`config.mk`:
```
export PLATFORM = sky130hd
export DESIGN_NAME = nrd_divider
export DESIGN_NICKNAME = d
export VERILOG_FILES = /design/src/rtl/nrd_pkg.sv /design/src/rtl/nrd_row.sv /design/src/rtl/nrd_array.sv /design/src/rtl/nrd_side.sv /design/src/rtl/nrd_divider.sv
export SDC_FILE = /design/constraint.sdc
export NUM_CORES = 1
export LEC_CHECK = 0
export BUFFER_PORTS_ARGS = -buffer_cell sky130_fd_sc_hd__buf_2
export CAP_MARGIN = 20
export CORE_MARGIN = 2
export CORE_UTILIZATION = 64
export CTS_CLUSTER_DIAMETER = 40
export DETAILED_ROUTE_END_ITERATION = 8
export GPL_TIMING_DRIVEN = 0
export PLACE_DENSITY = 0.92
export SETUP_SLACK_MARGIN = 0.5
export SLEW_MARGIN = 15
export SYNTH_ARGS = -nofsm -noshare
export SYNTH_HDL_FRONTEND = slang
export SYNTH_HIERARCHICAL = 1
export SYNTH_SLANG_ARGS = --single-unit
```
`constraint.sdc`:
```
create_clock -name clk -period 20.2 [get_ports clk]
set_clock_uncertainty 0.05 [all_clocks]
set_input_delay 4.04 -clock clk [delete_from_list [all_inputs] [get_ports clk]]
set_output_delay 4.04 -clock clk [all_outputs]
set_load 0.01 [all_outputs]
```
`src/rtl/nrd_pkg.sv`:
```
package nrd_pkg;

    localparam int NRD_W = 8;

    typedef enum logic {
        ROW_SUB = 1'b0,
        ROW_ADD = 1'b1
    } row_op_e;

    // A negative partial remainder makes the next row add back instead of restoring.
    function automatic row_op_e row_op(input logic part_sign);
        return part_sign ? ROW_ADD : ROW_SUB;
    endfunction

endpackage

```
`src/rtl/nrd_row.sv`:
```
module nrd_row
    import nrd_pkg::*;
#(
    parameter int W = NRD_W
) (
    input  logic [W:0]   part_i,
    input  logic         dvd_bit_i,
    input  logic [W-1:0] dsr_i,
    output logic [W:0]   part_o,
    output logic         q_o
);
    logic [W:0] shifted;
    logic [W:0] operand;
    row_op_e    op;

    always_comb begin
        op      = row_op(part_i[W]);
        // |part| < 2^(W-1), so dropping the top bit keeps the sign intact
        shifted = {part_i[W-1:0], dvd_bit_i};
        operand = {1'b0, dsr_i};
        part_o  = (op == ROW_SUB) ? (shifted - operand) : (shifted + operand);
        q_o     = ~part_o[W];
    end
endmodule

```
`src/rtl/nrd_array.sv`:
```
module nrd_array
    import nrd_pkg::*;
#(
    parameter int W = NRD_W
) (
    input  logic [W-1:0] dvd_i,
    input  logic [W-1:0] dsr_i,
    output logic [W-1:0] quo_o,
    output logic [W-1:0] rem_o
);
    localparam int ROWS = W;

    logic [W:0]   part [ROWS+1];
    logic [W-1:0] fixed_rem;

    assign part[0] = '0;

    generate
        for (genvar i = 0; i < ROWS; i++) begin : g_row
            nrd_row #(.W(W)) row_i (
                .part_i    (part[i]),
                .dvd_bit_i (dvd_i[W-1-i]),
                .dsr_i     (dsr_i),
                .part_o    (part[i+1]),
                .q_o       (quo_o[W-1-i])
            );
        end
    endgenerate

    // Correction row: add the divisor back; result lies in [0, divisor)
    always_comb begin
        fixed_rem = part[ROWS][W-1:0] + dsr_i;
        rem_o     = part[ROWS][W] ? fixed_rem : part[ROWS][W-1:0];
    end
endmodule

```
`src/rtl/nrd_side.sv`:
```
module nrd_side
    import nrd_pkg::*;
#(
    parameter int W = NRD_W
) (
    input  logic [W-1:0] dvd_i,
    input  logic [W-1:0] dsr_i,
    output logic         q_o,
    output logic [W-1:0] rem_o
);
    logic [W:0] trial;

    always_comb begin
        trial = {1'b0, dvd_i} - {1'b0, dsr_i};
        q_o   = ~trial[W];
        rem_o = trial[W] ? dvd_i : trial[W-1:0];
    end
endmodule

```
`src/rtl/nrd_divider.sv`:
```
module nrd_divider
    import nrd_pkg::*;
#(
    parameter int W = NRD_W
) (
    input  logic         clk,
    input  logic         rst,
    input  logic         start,
    input  logic [W-1:0] dividend,
    input  logic [W-1:0] divisor,
    output logic         done,
    output logic [W-1:0] quotient,
    output logic [W-1:0] remainder,
    output logic         ovf_flag,
    output logic         carry_flag
);
    localparam int W2 = 2 * W;

    typedef struct packed {
        logic         ovf;
        logic [W-1:0] quo;
        logic [W-1:0] rem;
    } div_res_t;

    logic [W-1:0] arr_quo, arr_rem, side_rem;
    logic         side_q;
    logic         zero_dsr, big_dsr;
    div_res_t     next_res, res_q;
    logic         done_q;

    nrd_array #(.W(W)) array_i (
        .dvd_i (dividend),
        .dsr_i (divisor),
        .quo_o (arr_quo),
        .rem_o (arr_rem)
    );

    nrd_side #(.W(W)) side_i (
        .dvd_i (dividend),
        .dsr_i (divisor),
        .q_o   (side_q),
        .rem_o (side_rem)
    );

    always_comb begin
        zero_dsr = (divisor == '0);
        big_dsr  = divisor[W-1];
        if (zero_dsr) begin
            next_res = '{ovf: 1'b1, quo: '1, rem: dividend};
        end else if (big_dsr) begin
            next_res = '{ovf: 1'b0, quo: {{(W-1){1'b0}}, side_q}, rem: side_rem};
        end else begin
            next_res = '{ovf: 1'b0, quo: arr_quo, rem: arr_rem};
        end
    end

    always_ff @(posedge clk) begin
        if (rst) begin
            done_q <= 1'b0;
            res_q  <= '0;
        end else begin
            done_q <= start;
            if (start) begin
                res_q <= next_res;
            end
        end
    end

    assign done       = done_q;
    assign quotient   = res_q.quo;
    assign remainder  = res_q.rem;
    assign ovf_flag   = res_q.ovf;
    assign carry_flag = 1'b0;

    AST_EXACT_IDENTITY: assert property (@(posedge clk) disable iff (rst)
        (start && divisor != '0) |=>
        (({{W{1'b0}}, quotient} * {{W{1'b0}}, $past(divisor)}) + {{W{1'b0}}, remainder})
            == W2'({{W{1'b0}}, $past(dividend)}));

    AST_REM_BOUND: assert property (@(posedge clk) disable iff (rst)
        (start && divisor != '0) |=> (remainder < $past(divisor)));

    AST_BIG_DSR_QUO: assert property (@(posedge clk) disable iff (rst)
        (start && divisor[W-1]) |=> (quotient <= W'(1) && !ovf_flag));

    AST_ZERO_DSR: assert property (@(posedge clk) disable iff (rst)
        (start && divisor == '0) |=>
        (ovf_flag && quotient == '1 && remainder == $past(dividend)));

    AST_NO_OVF: assert property (@(posedge clk) disable iff (rst)
        (start && divisor != '0) |=> !ovf_flag);

    AST_DONE_FOLLOWS: assert property (@(posedge clk) disable iff (rst)
        start |=> done);

    AST_DONE_IDLE: assert property (@(posedge clk) disable iff (rst)
        !start |=> !done);

    AST_HOLD_IDLE: assert property (@(posedge clk) disable iff (rst)
        !start |=> ($stable(quotient) && $stable(remainder) && $stable(ovf_flag)));
endmodule

```
# [Word level (Yosys, flattened, before mapping)]
# Index checks and enable logic that the tools add are counted.
[op_classes] n_addsub=17 bitwise=9 n_reduce_logical=1 mux=18
[op_table] cell="9-bit by 8-bit adder with 9-bit output" n=7
[op_table] cell="9-bit two-way mux" n=7
[op_table] cell="9-bit by 8-bit subtractor with 9-bit output" n=7
[op_table] cell="17-bit two-way mux" n=1
[op_table] cell="16-bit two-way mux" n=1
[op_table] cell="8-bit two-way mux" n=2
[op_table] cell="1-bit inverter" n=9
[op_table] cell="1-bit by 8-bit subtractor with 9-bit output" n=1
[op_table] cell="8-bit by 8-bit subtractor with 9-bit output" n=1
[op_table] cell="8-bit adder" n=1
[op_table] cell="8-bit logical NOT" n=1
[op_table] cell="1-bit two-way mux" n=7
[totals] regBits=18 word_cells=49 input_bits=19 out_inout_bits=19

# [Logic depth before layout (Yosys ltp)]
# Gate-level depths: netlist of the first run.
[logic_depth] ltp_word=19 mapped_depth=73 mapped_depth_nobuf=66

# [By module]
# The synthesis of the first run kept the hierarchy.
[modules_own_cells] module="nrd_row (array_i.g_row[1].row_i ...)" instances=4 cells_per_inst=72 area_per_inst_um2=556.8 seq_area_each_um2=0.0
[modules_own_cells] module="nrd_row (array_i.g_row[2].row_i ...)" instances=2 cells_per_inst=73 area_per_inst_um2=544.3 seq_area_each_um2=0.0
[modules_own_cells] module="nrd_divider" instances=1 cells_per_inst=96 area_per_inst_um2=932.1 seq_area_each_um2=360.3
[modules_own_cells] module="nrd_row (array_i.g_row[0].row_i)" instances=1 cells_per_inst=72 area_per_inst_um2=544.3 seq_area_each_um2=0.0
[modules_own_cells] module="nrd_row (array_i.g_row[7].row_i)" instances=1 cells_per_inst=71 area_per_inst_um2=538.0 seq_area_each_um2=0.0
[modules_own_cells] module="nrd_side" instances=1 cells_per_inst=63 area_per_inst_um2=466.7 seq_area_each_um2=0.0
[modules_own_cells] module="nrd_array" instances=1 cells_per_inst=58 area_per_inst_um2=455.4 seq_area_each_um2=0.0

# [Worst setup path before layout of the first run]
# Ideal clock, no wire load.
[synth_timing] kind="input to register" start="input port divisor[0]" end="register res_q, in the netlist remainder[7]" t_required_ns=20.059 slack_ns=1.865 setup_time_ns=0.091 arrival_ns=18.194 cell_stages=73 path_buffers=7 path_cell_list="inv_1 > ha_1 > mux2_2 > inv_1 > fa_1 > nor2b_4 > o31a_4 > o221ai_4 > xor2_1 > clkbuf_1 > mux2_2 > inv_1 > fa_1 > nor2b_4 > o31a_4 > o221ai_4 > xor2_1 > clkbuf_1 > (+37 left out) > o221ai_4 > xor2_1 > clkbuf_1 > mux2_2 > inv_1 > fa_1 > nor2b_1 > o31a_1 > o21a_1 > o31a_1 > ha_1 > nand3_1 > nor3_1 > and3b_1 > xor2_1 > o32ai_2 > mux2i_1 > a311oi_1"
[synth_lines] item="from (decl)" line_no="nrd_divider.sv:10" rtl="input logic [W-1:0] divisor,"
[synth_lines] item="to (signal assigned)" line_no="nrd_divider.sv:64" rtl="res_q <= next_res;"
[synth_lines] item="to (decl)" line_no="nrd_divider.sv:28" rtl="div_res_t next_res, res_q;"

==> key figures, run 1 <==
Routing
  • Wirelength per Cell: 16.78 µm
  • Metal2 WL: ~7800 µm
  • Final WL: ~16000 µm
  • Via count: a little over 6000
  • Initial DRC count: 500
  • Antenna-violating nets left: 0
  • Highest routed layer: met4
  • 1st-pass router iterations: 5
  • Met1 Wirelength: slightly above 7000 µm
  • Length of routed met3 wiring: around 1100 µm
  • Via/cell ratio: 6.267
  • # DRC: 0

Cells and area
  • Area growth syn-to-layout: 8.885%
  • ANT cells: 0
  • Layout cell share with drive strength beyond 1: 14.67%
  • Design area: about 6800 µm²
  • Finished Core Util: a little over two thirds
  • Layout net count: just under 1000

Worst hold path
  • Hold WC Path Type: flop to flop

STA
  • Unrepaired setup endpoints after global routing: false
  • Crit path time final: about 19 ns
  • Post-route setup slack: 1.099 ns
  • Sum Neg Setup Slack: 0 ns
  • # setup viols final: 0
  • Max frequency: around 52 MHz
  • Final Hold Violating Endpoints: 0
  • Worst Tran Pin Value: roughly 0.75 ns
  • Slew headroom: about half
  • Fin crit share: 94.56%
  • Slew Limit Fails: 0

Global route
  • Total GRT Usage: roughly 29%
  • First-pass GRT wire length: between 20000 and 30000 µm
  • Initial antenna violation count: 0
  • Largest net degree at the start of global routing: 33
  • Vias in the first global route: between 5000 and 6000
  • Global route overflow: 0

Floorplanning
  • Die H: approximately 100 µm
  • # rows: 36
  • Die ar.: around 11000 µm²
  • I/O Pins: 38
  • Initial Utilization: between 60 and 70%
  • Die Span X: just over 100 µm
  • Floorplan Core Area: 9639 µm²

Placement
  • PortBufs: 34
  • Place WS: -0.4822 ns
  • Hpwl dp: around 12000 µm
  • DP Area: roughly 6600 µm²
  • RD Place Congestion: approximately 0.9

Logic synthesis
  • Synth top area share: between 15 and 20%
  • Most used DFF post-synth: dfxtp_1
  • Synth async-reset ratio: 0%
  • Syn_area_per_cell: a little under 8 µm²
  • Post-synth top area cell: ha_1
  • Area contributors post-synth: ha_1 (17%), xnor2_1 (8.1%), xor2_1 (6.6%)
  • Synth cell types: 65
  • Count leader, synth: ha_1
  • Most common library cells after synthesis: ha_1 (87), inv_1 (81), nor2_1 (80), xnor2_1 (58), a21oi_1 (56)
  • Post-Synthesis Cells: slightly below 800
  • YS warnings: 6
  • Post-synth EDFFs: 0
  • Seq cells post-synth: 18
  • Sequential area share after synthesis: under 10%
  • Cell Area, Synth: approximately 6300 µm²

Setup path
  • Slowest CP cell: buf_2
  • Crit path to: remainder[7]
  • Required @ worst endpoint: 20.30 ns
  • Crit path launch: divisor[5]
  • CP peak stage delay: between 0.5 and 0.6 ns
  • R2R Setup Slk: roughly 19 ns
  • Startpoint Class: input pin
  • CP Max Fanout: 26
  • FF-to-FF path depth: 2
  • R2r endpoint: remainder[1]
  • Worst path arrival time: around 19 ns
  • Reg2Reg Launch Point: remainder[1]
  • Worst Setup End Kind: flop
  • Critical path class: input pin to flop
  • CP most frequent cell: xor2_1

CTS
  • Register clock-pin slew on the reported worst setup and hold paths: around 0.060 ns
  • Hold_buf cts: 0
  • # clock sinks: 18
  • Num CTS Buffers: 3
  • Htree depth: 1
  • CTS tree: done
  • Worst-case clock buffer depth: 2
  • Root Buffer: clkbuf_8
  • Skew-Pair Late Insertion Delay: 0.26 ns

Status
  • Status: finished clean

Run
  • Max Cap Violations: 0
-- logic make-up (layout without fill, tap and decap cells) --
logic type	after synthesis	in the layout	synth area share [%]
AOI/OAI and AO/OA	235	235	27.86
and+or+nand+nor	198	198	17.57
xor gates and xnor gates	110	110	16.01
buffers and inverters	104	146	6.904
adders and majority gates	97	97	20.61
muxes	30	30	5.163
DFF	18	18	5.764
other	2	11	0.1201
-- area by class of cell --
type / count / area, µm²
Fill cell: 715 / 2831
Sequential cell: 18 / 360.3
Inverter: 82 / 307.8
Multi-Input combinational cell: 681 / 5530
Tap cell: 133 / 166.4
Timing Repair Buffer: 38 / 237.7
Buffer: 22 / 150.1
Clock buffer: 4 / 55.05
-- critical path: cells and delay by family --
family,cells,cell delay (ns)
AO/OA/AOI/OAI,20,4.91
buffers and inverters,15,2.65
adder cells (fa/ha/maj),9,2.52
multiplexers,7,2.24
XOR/XNOR,10,1.71
AND/OR/NAND/NOR,12,1.10
-- per-stage QoR --
step           std cells  hold WS, ns
3_5_place_dp         970       0.4309
4_1_cts              974       0.4476
2_1_floorplan        803       0.4532
3_3_place_gp         970       0.4283
6_report             978       0.4482
5_1_grt              978       0.4852
-- layout by cell type, fill, tap and decap left out, types with 14 or more instances in the layout --
cell type  count
a21oi_1       56
o21a_1        17
nor2_1        80
o21bai_1      17
nand2_1       21
inv_1         81
o21ai_0       43
xnor2_1       58
buf_2         29
mux2_2        14
ha_1          85
xor2_1        47
dfxtp_1       18
nor3_1        26
mux2i_1       15
nor4_1        18
-- how the worst min path moves through the flow --
stage           startpoint     endpoint  cells after the start
5_1_grt        quotient[5]  quotient[5]                      2
4_1_cts        quotient[7]  quotient[7]                      2
6_report       quotient[5]  quotient[5]                      2
3_5_place_dp   quotient[5]  quotient[5]                      2
2_1_floorplan  quotient[0]  quotient[0]                      2
3_3_place_gp   quotient[5]  quotient[5]                      2
-- state kept, by name (all words and copies together) (netlist names) --
signal and flops:
quotient 8, ovf_flag 1, done 1, remainder 8
-- routing by layer --
layer | global-route usage, % | vias to the layer above
met3 | 2.576 | 46
met4 | 8.907 | 0
li1 | - | 2968
met1 | 38.43 | 2859
met2 | 48.87 | 256
met5 | 0 | -
-- repair_timing --
action / 4_1_cts / 5_1_grt
setup buffers: 0 / 4
pin swaps: 0 / 5
hold endpoints to repair: 0 / 0
setup endpoints to repair: 6 / 8
gates resized for setup: 10 / 37
gates cloned: 0 / 0
Power of run 1 is left out: the tool's default activity adds up to more than one toggle a clock period on the data nets, which glitch-free logic cannot reach.
==> run 2: changes to the inputs <==
--- a/config.mk
+++ b/config.mk
@@ -12,7 +12,7 @@
 export CTS_CLUSTER_DIAMETER = 40
 export DETAILED_ROUTE_END_ITERATION = 8
 export GPL_TIMING_DRIVEN = 0
-export PLACE_DENSITY = 0.92
+export PLACE_DENSITY = 0.89
 export SETUP_SLACK_MARGIN = 0.5
 export SLEW_MARGIN = 15
 export SYNTH_ARGS = -nofsm -noshare
==> run 2 against run 1 <==
Effect of this change:
- highest routed layer unchanged
- via count down 3.2%
- critical path type unchanged
- critical path depth down 1
- cell count down 0.20%
==> key figures, run 2 (synthesized netlist as in run 1, its figures left out) <==
Status
  • Status: finished clean (unchanged)

Global route
  • Initial antenna violation count: 0 (unchanged)
  • Grt peak-use layer: met2 (unchanged)
  • First-pass GRT wire length: 25360 µm (was 25310 µm)
  • GR met2 Demand/Resource: 51.53% (was 48.87%)
  • Met1 usage: 37.96% (was 38.43%)
  • Global route overflow: 0 (unchanged)
  • Vias in the first global route: 5634 (was 5613)
  • Met3 GRT Util: 1.288% (was 2.576%)
  • Largest net degree at the start of global routing: 33 (unchanged)
  • Total GRT Usage: 29.01% (was 28.67%)

Cells and area
  • Commonest non-fill, non-tap cell in the layout: ha_1 (unchanged)
  • Commonest cells after routing, fill and taps aside: ha_1 (84), inv_1 (81), nor2_1 (80) (was ha_1 (85), inv_1 (81), nor2_1 (80))
  • ANT cells: 0 (unchanged)
  • Layout net count: 960 (was 962)
  • Area growth syn-to-layout: 8.765% (was 8.885%)
  • Layout cell share with drive strength beyond 1: 14.71% (was 14.67%)
  • Fill count: 742 (was 715)
  • Design area: 6800 µm² (was 6808 µm²)

Setup path
  • CP most frequent cell: xor2_1 (unchanged)
  • Reg2Reg Launch Point: remainder[5] (was remainder[1])
  • R2r endpoint: remainder[5] (was remainder[1])
  • Critical path class: input pin to flop (unchanged)
  • Worst Setup End Kind: flop (unchanged)
  • Worst path arrival time: 19.05 ns (was 19.21 ns)
  • CP Max Fanout: 30 (was 26)
  • Required @ worst endpoint: 20.31 ns (was 20.30 ns)
  • R2R Setup Slk: 19.33 ns (was 19.25 ns)
  • Startpoint Class: input pin (unchanged)
  • CP peak stage delay: 0.55 ns (was 0.58 ns)
  • FF-to-FF path depth: 2 (unchanged)
  • Slowest CP cell: or4_1 (was buf_2)

CTS
  • Htree depth: 1 (unchanged)
  • Register clock-pin slew on the reported worst setup and hold paths: 0.07 ns (was 0.06 ns)
  • Root Buffer: clkbuf_8 (unchanged)
  • # clock sinks: 18 (unchanged)
  • Num CTS Buffers: 3 (unchanged)
  • Skew-Pair Late Insertion Delay: 0.25 ns (was 0.26 ns)
  • Worst-case clock buffer depth: 2 (unchanged)
  • CTS tree: done (unchanged)

Placement
  • PortBufs: 34 (unchanged)
  • Hpwl dp: 11520 µm (was 11710 µm)
  • RD Place Congestion: 0.9074 (was 0.8861)
  • DP Area: 6623 µm² (unchanged)

STA
  • Fin crit share: 93.75% (was 94.56%)
  • Unrepaired setup endpoints after global routing: false (unchanged)
  • # setup viols final: 0 (unchanged)
  • Slew Limit Fails: 0 (unchanged)
  • Max frequency: 52.80 MHz (was 52.35 MHz)
  • Worst Tran Pin Value: 0.7289 ns (was 0.7528 ns)
  • Slew headroom: 51.41% (was 49.81%)
  • Final Hold Violating Endpoints: 0 (unchanged)
  • Crit path time final: 18.94 ns (was 19.10 ns)

Routing
  • # DRC: 0 (unchanged)
  • Final WL: 15560 µm (was 16410 µm)
  • Wirelength per Cell: 15.95 µm (was 16.78 µm)
  • 1st-pass router iterations: 5 (unchanged)
  • Initial DRC count: 308 (was 500)
  • Via/cell ratio: 6.080 (was 6.267)
  • Antenna-violating nets left: 0 (unchanged)
  • Via count: 5934 (was 6129)

Worst hold path
  • WHS Path Cells: 2 (unchanged)
  • Worst hold start: quotient[0] (was quotient[5])
  • Hold WC Path Type: flop to flop (unchanged)
  • Worst Hold End: quotient[0] (was quotient[5])

Floorplanning
  • Initial Utilization: 64.86% (unchanged)
  • I/O Pins: 38 (unchanged)
  • Die ar.: 10580 µm² (unchanged)
  • Die H: 102.8 µm (unchanged)
  • # rows: 36 (unchanged)
  • Floorplan Core Area: 9639 µm² (unchanged)
  • Die Span X: 102.8 µm (unchanged)

Run
  • Max Cap Violations: 0 (unchanged)
==> run 2: cell count changes in the layout (fill, tap and decap cells not counted) <==
cell      before  now
ha_4           1    0
buf_6          5    8
o21ai_1        5    7
nor3_2         0    1
ha_2           1    3
buf_4         10    8
nor3_4         1    0
buf_2         29   28
xor2_2         0    1
xor2_1        47   46
ha_1          85   84
o21ai_0       43   41
clkbuf_4       5    3
==> run 2: per-stage QoR <==
step | hold slack, ns | TNS, ns | instances | utilization (%) | worst slack, ns
after floorplan | 0.4532 | 0 | 803 | - | 1.865
after global placement | 0.4279 | -0.3379 | 970 | 68.70 | -0.3379
after detailed placement | 0.4301 | -0.7311 | 970 | 68.70 | -0.5719
after CTS | 0.4391 | 0 | 974 | 69.48 | 0.5737
after global routing | 0.4579 | 0 | 976 | 70.55 | 0.4459
final | 0.4368 | 0 | 976 | 70.55 | 1.262
==> run 2: how the worst max path moves through the flow <==
stage | from | to | slack, ns | cells after the start
3_5_place_dp | divisor[1] | remainder[7] | -0.57 | 74
3_3_place_gp | divisor[0] | remainder[7] | -0.34 | 74
5_1_grt | divisor[0] | remainder[7] | 0.45 | 74
2_1_floorplan | divisor[0] | remainder[7] | 1.86 | 73
4_1_cts | divisor[0] | remainder[7] | 0.57 | 74
6_report | divisor[0] | remainder[7] | 1.26 | 72
==> run 2: routing by layer <==
layer	part of all wire, %	vias to the layer above	wire, µm
li1	-	2955	-
met1	46	2763	7087
met2	47	190	7322
met3	5.4	26	833
met4	2.1	0	320
met5	0	-	0
==> run 2: worst max-delay path, delay by kind of cell <==
family	cells	cell delay [ns]
buffers and inverters	15	2.06
adder cells (fa/ha/maj)	10	2.73
multiplexers	8	2.54
XOR/XNOR	10	1.74
AND/OR/NAND/NOR	10	1.30
AO/OA/AOI/OAI	19	4.57
==> run 2: area by class of cell <==
cell class / count / area, µm² / area share [%]
tap: 133 / 166.4 / 2.447
timing repair buffer: 36 / 236.5 / 3.477
inverter: 82 / 307.8 / 4.526
sequential: 18 / 360.3 / 5.299
buffer: 22 / 150.1 / 2.208
clock buffer: 4 / 55.05 / 0.8096
multi-input combinational: 681 / 5524 / 81.23
==> run 2: what timing repair did <==
| item | CTS | global route |
|---|---|---|
| hold buffers | 0 | 0 |
| endpoints found under the setup margin | 6 | 6 |
| gates resized for setup | 11 | 42 |
| pin swaps | 0 | 7 |
| setup buffers | 0 | 2 |
Power of run 2 is left out for the same reason.
